$ cat config.mk
export PLATFORM = sky130hd
export DESIGN_NAME = i2c_scl_gen
export DESIGN_NICKNAME = d
export VERILOG_FILES = /design/src/rtl/i2c_scl_pkg.sv /design/src/rtl/i2c_scl_cfg.sv /design/src/rtl/i2c_scl_sel.sv /design/src/rtl/i2c_scl_phase.sv /design/src/rtl/i2c_scl_gen.sv
export SDC_FILE = /design/constraint.sdc
export NUM_CORES = 1
export LEC_CHECK = 0
export BUFFER_PORTS_ARGS = -buffer_cell sky130_fd_sc_hd__buf_2
export CORE_ASPECT_RATIO = 1.2
export CORE_MARGIN = 5
export CORE_UTILIZATION = 60
export CTS_CLUSTER_SIZE = 12
export DETAILED_ROUTE_END_ITERATION = 8
export PLACE_DENSITY = 0.76
export SLEW_MARGIN = 20
export SYNTH_ARGS = -nofsm -noshare
export SYNTH_HDL_FRONTEND = slang
export SYNTH_SLANG_ARGS = --single-unit
$ cat constraint.sdc
create_clock -name clk_i -period 5.9 [get_ports clk_i]
set_input_delay 1.18 -clock clk_i [delete_from_list [all_inputs] [get_ports clk_i]]
set_output_delay 1.18 -clock clk_i [all_outputs]
set_load 0.01 [all_outputs]
$ cat src/rtl/i2c_scl_pkg.sv
package i2c_scl_pkg;
  typedef enum logic [2:0] {PH_OFF, PH_HOLD, PH_LOW, PH_WAIT, PH_HIGH} phase_e;
  typedef enum logic [1:0] {SEL_STD_HI, SEL_STD_LO, SEL_FAST_HI, SEL_FAST_LO} sel_e;
  localparam logic [2:0] MODE_FAST = 3'd4;
  localparam int HI_OFS = 3;
  localparam int LO_OFS = 1;
  localparam int HI_MIN = 6;
  localparam int LO_MIN = 8;
  localparam int NREG   = 4;
endpackage

$ cat src/rtl/i2c_scl_cfg.sv
module i2c_scl_cfg #(
  parameter int CW     = 16,
  parameter int STD_HI = 40,
  parameter int STD_LO = 47,
  parameter int FST_HI = 6,
  parameter int FST_LO = 13
) (
  input  logic                 clk_i,
  input  logic                 rst_ni,
  input  logic                 en_i,
  input  logic                 we_i,
  input  logic [1:0]           sel_i,
  input  logic [CW-1:0]        data_i,
  output logic [3:0][CW-1:0]   cnt_o
);
  import i2c_scl_pkg::*;

  for (genvar g = 0; g < NREG; g++) begin : g_reg
    localparam int RV = (g == 0) ? STD_HI : (g == 1) ? STD_LO :
                        (g == 2) ? FST_HI : FST_LO;
    logic [CW-1:0] q;
    always_ff @(posedge clk_i or negedge rst_ni) begin
      if (!rst_ni) q <= CW'(RV);
      else if (we_i && !en_i && sel_i == 2'(g)) q <= data_i;
    end
    assign cnt_o[g] = q;
  end
endmodule

$ cat src/rtl/i2c_scl_sel.sv
module i2c_scl_sel #(
  parameter int CW = 16
) (
  input  logic [2:0]         mode_i,
  input  logic [3:0][CW-1:0] cnt_i,
  output logic [CW-1:0]      hi_o,
  output logic [CW-1:0]      lo_o
);
  import i2c_scl_pkg::*;

  logic          fast;
  logic [CW-1:0] hi_raw, lo_raw;

  always_comb begin
    fast   = (mode_i == MODE_FAST);
    hi_raw = fast ? cnt_i[SEL_FAST_HI] : cnt_i[SEL_STD_HI];
    lo_raw = fast ? cnt_i[SEL_FAST_LO] : cnt_i[SEL_STD_LO];
    hi_o   = (hi_raw < CW'(HI_MIN)) ? CW'(HI_MIN) : hi_raw;
    lo_o   = (lo_raw < CW'(LO_MIN)) ? CW'(LO_MIN) : lo_raw;
  end
endmodule

$ cat src/rtl/i2c_scl_phase.sv
module i2c_scl_phase #(
  parameter int CW = 16
) (
  input  logic          clk_i,
  input  logic          rst_ni,
  input  logic          en_i,
  input  logic          scl_i,
  input  logic [CW-1:0] hi_i,
  input  logic [CW-1:0] lo_i,
  output logic          scl_oe_o,
  output logic          hold_o,
  output logic          fall_o,
  output logic          rise_o
);
  import i2c_scl_pkg::*;

  localparam int CNTW = CW + 1;

  phase_e          ph_q;
  logic [CNTW-1:0] cnt_q;
  logic            first_q;
  logic [CNTW-1:0] hi_load, lo_load;

  // down-count loads: phase length = value + 1
  assign hi_load = CNTW'(hi_i) + CNTW'(HI_OFS - 1);
  assign lo_load = CNTW'(lo_i) + CNTW'(LO_OFS - 1);

  always_ff @(posedge clk_i or negedge rst_ni) begin
    if (!rst_ni) begin
      ph_q    <= PH_OFF;
      cnt_q   <= '0;
      first_q <= 1'b0;
    end else begin
      first_q <= 1'b0;
      if (!en_i) begin
        ph_q <= PH_OFF;
      end else begin
        case (ph_q)
          PH_OFF: begin
            ph_q    <= PH_HOLD;
            cnt_q   <= hi_load;
            first_q <= 1'b1;
          end
          PH_HOLD, PH_HIGH: begin
            if (cnt_q == '0) begin
              ph_q    <= PH_LOW;
              cnt_q   <= lo_load;
              first_q <= 1'b1;
            end else begin
              cnt_q <= cnt_q - 1'b1;
            end
          end
          PH_LOW: begin
            if (cnt_q == '0) ph_q <= PH_WAIT;
            else             cnt_q <= cnt_q - 1'b1;
          end
          PH_WAIT: begin
            // high count runs only once the line is seen released
            if (scl_i) begin
              ph_q    <= PH_HIGH;
              cnt_q   <= hi_load;
              first_q <= 1'b1;
            end
          end
          default: ph_q <= PH_OFF;
        endcase
      end
    end
  end

  assign scl_oe_o = (ph_q == PH_LOW);
  assign hold_o   = (ph_q == PH_HOLD);
  assign fall_o   = scl_oe_o && first_q;
  assign rise_o   = (ph_q == PH_HIGH) && first_q;
endmodule

$ cat src/rtl/i2c_scl_gen.sv
module i2c_scl_gen #(
  parameter int CW     = 16,
  parameter int STD_HI = 40,
  parameter int STD_LO = 47,
  parameter int FST_HI = 6,
  parameter int FST_LO = 13
) (
  input  logic          clk_i,
  input  logic          rst_ni,
  input  logic          en_i,
  input  logic [2:0]    mode_i,
  input  logic          cfg_we_i,
  input  logic [1:0]    cfg_sel_i,
  input  logic [CW-1:0] cfg_data_i,
  input  logic          scl_i,
  output logic          scl_oe_o,
  output logic          hold_o,
  output logic          fall_o,
  output logic          rise_o
);
  logic [3:0][CW-1:0] cnt;
  logic [CW-1:0]      hi_eff, lo_eff;

  i2c_scl_cfg #(
    .CW(CW), .STD_HI(STD_HI), .STD_LO(STD_LO), .FST_HI(FST_HI), .FST_LO(FST_LO)
  ) u_cfg (
    .clk_i  (clk_i),
    .rst_ni (rst_ni),
    .en_i   (en_i),
    .we_i   (cfg_we_i),
    .sel_i  (cfg_sel_i),
    .data_i (cfg_data_i),
    .cnt_o  (cnt)
  );

  i2c_scl_sel #(.CW(CW)) u_sel (
    .mode_i (mode_i),
    .cnt_i  (cnt),
    .hi_o   (hi_eff),
    .lo_o   (lo_eff)
  );

  i2c_scl_phase #(.CW(CW)) u_phase (
    .clk_i    (clk_i),
    .rst_ni   (rst_ni),
    .en_i     (en_i),
    .scl_i    (scl_i),
    .hi_i     (hi_eff),
    .lo_i     (lo_eff),
    .scl_oe_o (scl_oe_o),
    .hold_o   (hold_o),
    .fall_o   (fall_o),
    .rise_o   (rise_o)
  );
endmodule

==> results of run 1 <==
[layout make-up]
cell class                 instances  area (sq um)  share of cell area (%)
clock buffer                      12           135                    2.53
clock inverter                     4          48.8                   0.915
inverter                           6          22.5                   0.422
multi-input combinational        383          2680                    50.2
sequential                        85          2140                    40.2
tap                               95           119                    2.23
timing repair buffer              34           185                    3.47
[flip-flops by register name (all words and copies together), names as in the netlist]
signal           count
u_cfg.g.q           64
u_phase.first_q      1
u_phase.cnt_q       17
u_phase.ph_q         3
[worst max-delay path: cells and delay by family]
family / cells / cell delay [ns]
AND/OR/NAND/NOR: 6 / 1.49
AO/OA/AOI/OAI: 2 / 0.35
adder cells (fa/ha/maj): 1 / 0.30
XOR/XNOR: 1 / 0.15
buffers and inverters: 1 / 0.12
multiplexers: 1 / 0.08
[per-layer routing]
layer  wire length (microns)  vias to the layer above
li1                        -                     1885
met1                    5370                     2054
met2                    6160                      151
met3                     759                       27
met4                     307                        0
met5                       0                        -
[cells by family after synthesis]
| logic type | Yosys count | synth area share (%) |
|---|---|---|
| simple gates | 186 | 19.2 |
| compound gates | 99 | 13.6 |
| flops | 85 | 43.4 |
| mux | 79 | 17.6 |
| buf+inv | 29 | 2.69 |
| xor+xnor | 16 | 2.84 |
| fa+ha+maj | 3 | 0.710 |
[through the flow]
stage	instance area (sq um)	hold WS (ns)	power, mW	cells
2_1_floorplan	4940	0.471	1.16	497
3_3_place_gp	5150	0.492	1.28	603
3_5_place_dp	5150	0.499	1.30	603
4_1_cts	5330	0.519	1.70	619
5_1_grt	5330	0.546	1.80	619
6_report	5330	0.516	1.70	619
[worst paths after layout]
check	from	slack, ns	end
min reg2reg	u_cfg.g_reg[3].q[1]	0.52	u_cfg.g_reg[3].q[1]
max reg2reg	u_phase.cnt_q[8]	2.56	u_phase.cnt_q[11]
min in group asynchronous	rst_ni	0.73	u_phase.cnt_q[1]
min	u_cfg.g_reg[3].q[1]	0.52	u_cfg.g_reg[3].q[1]
max	mode_i[1]	2.43	u_phase.cnt_q[11]
max in group asynchronous	rst_ni	4.13	u_cfg.g_reg[2].q[6]
[cells in the mapped netlist, drive strengths merged, types with 2 or more instances]
cell / n / share of area [%]
o21ai: 29 / 3.0
nand4: 17 / 2.2
nand2: 47 / 3.6
mux2: 62 / 14
nor2b: 2 / 0.25
o211ai: 7 / 1.1
or3: 3 / 0.38
inv: 6 / 0.46
o22a: 2 / 0.35
and3: 5 / 0.63
dfstp: 12 / 6.4
buf: 6 / 0.94
and4: 2 / 0.35
nor4: 12 / 1.5
o32a: 3 / 0.61
nor3b: 3 / 0.56
or4: 2 / 0.30
nor3: 16 / 1.6
nor2: 40 / 3.2
xnor2: 13 / 2.3
a21oi: 18 / 1.8
nand2b: 5 / 0.63
ha: 2 / 0.51
o21a: 6 / 0.91
o31ai: 2 / 0.58
or2: 2 / 0.25
nand3: 17 / 1.7
a22o: 2 / 0.35
a22oi: 4 / 0.61
a211oi: 4 / 0.61
dfrtp: 73 / 37
clkbuf: 17 / 1.3
o221ai: 3 / 0.53
nand3b: 2 / 0.30
xor2: 3 / 0.53
mux2i: 17 / 3.4
and2: 7 / 0.89
o22ai: 7 / 0.89
[power groups by stage]
| stage | Combinational [mW] | Sequential [mW] | Clock, mW |
|---|---|---|---|
| 6_report | 0.416 | 0.888 | 0.395 |
| 5_1_grt | 0.461 | 0.906 | 0.429 |
| 4_1_cts | 0.413 | 0.881 | 0.406 |
| 3_5_place_dp | 0.411 | 0.892 | 0 |
| 3_3_place_gp | 0.400 | 0.883 | 0 |
| 2_1_floorplan | 0.329 | 0.828 | 0 |
==> summary.md, run 1 <==
| Metric | Value |
|---|---|
| Chip width | approximately 93 microns |
| Most frequent cells in the layout | dfrtp_1, mux2_2, nand2_1 |
| Final Hold Viols | 0 |
| Achievable frequency | around 0.29 GHz |
| Register area share after synthesis | 43.4% |
| First-pass GRT wire length | just over 20000 microns |
| Synth Area per Inst | around 9.9 sq um |
| Vias post-DR | about 4100 |
| Crit path max fanout | 28 |
| Worst Setup Slack, final | roughly 2.4 ns |
| Port Buffers | 29 |
| Ant diodes | 0 |
| Syn-to-layout area delta | 8.01% |
| Met1 GRT Util | around a third |
| Clk pwr share | 23.3% |
| Max-cap violations | 0 |
| Cell mode on critical path | nor2_1 |
| WP data required | 6.11 ns |
| Die area | 10100 sq um |
| Syn Nets | about 530 |
| HPWL after DPL | between 9000 and 10000 microns |
| HP Class | reg -> reg |
| Crit path launch type | input pin |
| Number of distinct library cells after synthesis | between 60 and 70 |
| Area of the mapped netlist | roughly 5000 sq um |
| Initial antenna violation count | 0 |
| Gr usage total | between 20% and 30% |
| Reg2Reg Depth | 6 |
| DRT antenna net count | 0 |
| Most common cell after layout, fill and taps aside | dfrtp_1 |
| Fillers | around 650 |
| Routed length per instance | ~20 microns |
| Crit share post-route | 58.9% |
| Met3 Track Usage GR | under 10% |
| Power Internal | between 1 and 1.5 mW |
| Share of cells above drive strength 1 | around a quarter |
| # hold bufs at CTS | 0 |
| CTS Sinks | 85 |
| Initial Util | about 61% |
| GR peak layer | met2 |
| Dpl ws | 2.06 ns |
| Hold Path Stages | 1 |
| RSZ-0062 raised after global routing | false |
| Setup bufs post-CTS | 0 |
| CP Capture Type | flip-flop |
| Register share of total power | approximately 52% |
| Leakage power | 2.14 nW |
| Clock transition at the registers of the reported paths | about 0.080 ns |
| Pwr dens | about 320 nW/um^2 |
| Final Net Count | ~550 |
| Peak VDD IR | between 0.2 and 0.25 mV |
| Htree depth | 3 |
| CTS tree | done |
| Net switching power | ~570 uW |
| Cells after Synth | slightly below 500 |
| GP Congestion | around 0.95 |
| Residual DRC count | 0 |
| Logic gate share of total power | around a quarter |
| Die Y | roughly 110 microns |
| EDFF count, synth | 0 |
| Critical-path cell list | buf_2, or3b_2, nor2_1, nor2_1, nand3_1, ha_1, and3_1, nand4_1, xor2_1, mux2i_1, a221oi_1, o21ai_0 |
| Root Buffer | clkbuf_8 |
| Critical path's largest stage delay | just under 0.8 ns |
| Synth Register Bits | 85 |
| Sw Ratio | roughly 34% |
| Worst Tran Pin Value | 1.02 ns |
| Critical path data arrival time | between 3 and 4 ns |
| Bufs on Longest Clock Path | 2 |
| Fraction of registers with async set/reset | 100% |
| Core Region | between 8000 and 9000 sq um |
| Min cycle time layout | roughly 3.5 ns |
| Worst path slowest cell | or3b_2 |
| Status | finished, final reports clean |
| Fin util | about 66% |
| Slew Limit Fails | 0 |
| Vias in the first global route | 3965 |
| Worst skew pair latency | around 0.36 ns |
| DR iter-0 viols | around 290 |
| Most used DFF post-synth | dfrtp_1 |
| WL final | approximately 13000 microns |
| Largest net degree at the start of global routing | about 60 |
| Met2 Resource Use GR | around 43% |
| Drt pass-1 iters | 5 |
| CTS Buf Count | 9 |
| Max-slew headroom | about a third |
| # IOs | 30 |
| Gr ovfl total | 0 |
| Synth warn | 0 |
| TNS Setup | 0 ns |
| CTS-repair resized insts | 0 |
| Final setup violation count | 0 |
| # rows | 36 |
| Kind of critical path | in -> reg |
| Max Clock Skew | between 0.007 and 0.008 ns |
| Vias per cell | around 6.7 |
Note: power is estimated with default switching activity, not from simulation.
==> run 2: changes to the inputs <==
clock period = 3.4 ns   (was 5.9 ns; I/O delays follow)
==> run 2 against run 1 <==
Net effect: clock-buffer cell count fell by 1; worst setup slack got worse by 1.9 ns; core utilization rose by 1.2 points; clock skew rose by 0.0074 ns; clock power rose by 97%; critical path type is now reg -> reg.
==> summary.md, run 2 (synthesis gave the netlist of run 1 again) <==
| Metric | Value |
|---|---|
| Status | finished, final reports clean |
| Design area | between 5000 and 6000 sq um |
| WP data required | roughly 3.6 ns |
| Syn-to-layout area delta | 9.96% |
| Worst Setup Slack, final | around 0.56 ns |
| Worst Tran Pin Value | slightly below 0.8 ns |
| Most frequent cells in the layout | dfrtp_1, mux2_2, nand2_1 |
| Gr ovfl total | 0 |
| Most common cell after layout, fill and taps aside | dfrtp_1 |
| Max-slew headroom | 48.5% |
| CTS Sinks | 85 |
| Initial Util | around three fifths |
| Bufs on Longest Clock Path | 2 |
| Final setup violation count | 0 |
| Final Net Count | approximately 560 |
| Clock transition at the registers of the reported paths | 0.08 ns |
| Crit share post-route | a little over four fifths |
| Max-cap violations | 0 |
| Vias in the first global route | 4171 |
| Die Y | ~110 microns |
| Chip width | roughly 93 microns |
| Port Buffers | 29 |
| Dpl ws | between 0.3 and 0.4 ns |
| Initial antenna violation count | 0 |
| Max FFs per register | 64 |
| CTS-repair resized insts | 0 |
| Min cycle time layout | between 2 and 3 ns |
| DR iter-0 viols | 308 |
| Root Buffer | clkbuf_8 |
| Max Clock Skew | 0.0150 ns |
| Worst hold margin | 0.349 ns |
| HP Class | in -> async |
| Routed length per instance | 20.4 microns |
| Total power | around 3.1 mW |
| # rows | 36 |
| Final Hold Viols | 0 |
| Share of cells above drive strength 1 | a little over a quarter |
| Leakage power | roughly 2.2 nW |
| HPWL after DPL | about 9300 microns |
| DRT antenna net count | 0 |
| Crit path max fanout | 7 |
| CTS tree | done |
| Ant diodes | 0 |
| Core Region | ~8000 sq um |
| GP Congestion | 0.984 |
| Fin util | 67.3% |
| Peak VDD IR | approximately 0.4 mV |
| Vias post-DR | roughly 4200 |
| Critical path data arrival time | a little over 3 ns |
| Post-Layout Cell Count | between 600 and 700 |
| TNS Setup | 0 ns |
| Crit path launch type | flip-flop |
| Setup bufs post-CTS | 0 |
| Slew Limit Fails | 0 |
| WL final | approximately 13000 microns |
| Pwr dens | 564 nW/um^2 |
| Fillers | around 650 |
| CTS Buf Count | 9 |
| Residual DRC count | 0 |
| Drt pass-1 iters | 5 |
| Worst skew pair latency | 0.36 ns |
| Die area | 10100 sq um |
| Largest regs | u_cfg.g.q (64), u_phase.cnt_q (17), u_phase.ph_q (3) |
| Vias per cell | 6.65 |
| Dpl cells | ~610 |
| # hold bufs at CTS | 0 |
| # IOs | 30 |
| Gr usage total | 26.8% |
| Placed inst area | roughly 5200 sq um |
| Achievable frequency | approximately 0.35 GHz |
| Largest net degree at the start of global routing | 86 |
| Kind of critical path | reg -> reg |
| First-pass GRT wire length | approximately 21000 microns |
| Htree depth | 3 |
| RSZ-0062 raised after global routing | false |
| Reg with most FFs | u_cfg.g.q |
| CP Capture Type | flip-flop |
-- run 2: critical path: stages, from the launching register on --
cell and delay (ns):
dfrtp_1 0.50, nor4_1 0.32, nand2_1 0.13, nor3_1 0.28, nor2_1 0.10, nand3_1 0.09, ha_1 0.31, and3_1 0.26
nand4_1 0.14, xor2_1 0.15, mux2i_1 0.09, a221oi_1 0.24, o21ai_0 0.10
-- run 2: layout make-up --
cell class / count / area, sq um / area share, %
Clock buffer: 11 / 131 / 2.42
Clock inverter: 5 / 83.8 / 1.54
Inverter: 6 / 22.5 / 0.415
Sequential cell: 85 / 2140 / 39.5
Multi-Input combinational cell: 383 / 2670 / 49.2
Tap cell: 95 / 119 / 2.19
Timing Repair Buffer: 43 / 256 / 4.73
-- run 2: layer usage --
layer	vias to the layer above	global-route usage (%)	wire length, microns
met3	39	5.68	808
met2	181	41.1	6040
met4	0	14.1	467
met5	-	0	0
li1	1918	-	-
met1	2039	36.0	5520
-- run 2: report_power, final --
group,internal (mW),switching [mW]
clock,0.417,0.362
combinational,0.368,0.380
sequential,1.26,0.272
-- run 2: final timing paths --
path                       depth (start not counted)  slack, ns                start                   to
setup reg to reg                                  12       0.56  u_cfg.g_reg[0].q[4]    u_phase.cnt_q[11]
hold / removal                                     1       0.35               rst_ni     u_phase.cnt_q[0]
setup / recovery                                  12       0.56  u_cfg.g_reg[0].q[4]    u_phase.cnt_q[11]
max in group asynchronous                          1       2.50               rst_ni  u_cfg.g_reg[2].q[4]
hold reg to reg                                    1       0.52  u_cfg.g_reg[3].q[1]  u_cfg.g_reg[3].q[1]
min in group clk_i                                 1       0.52  u_cfg.g_reg[3].q[1]  u_cfg.g_reg[3].q[1]
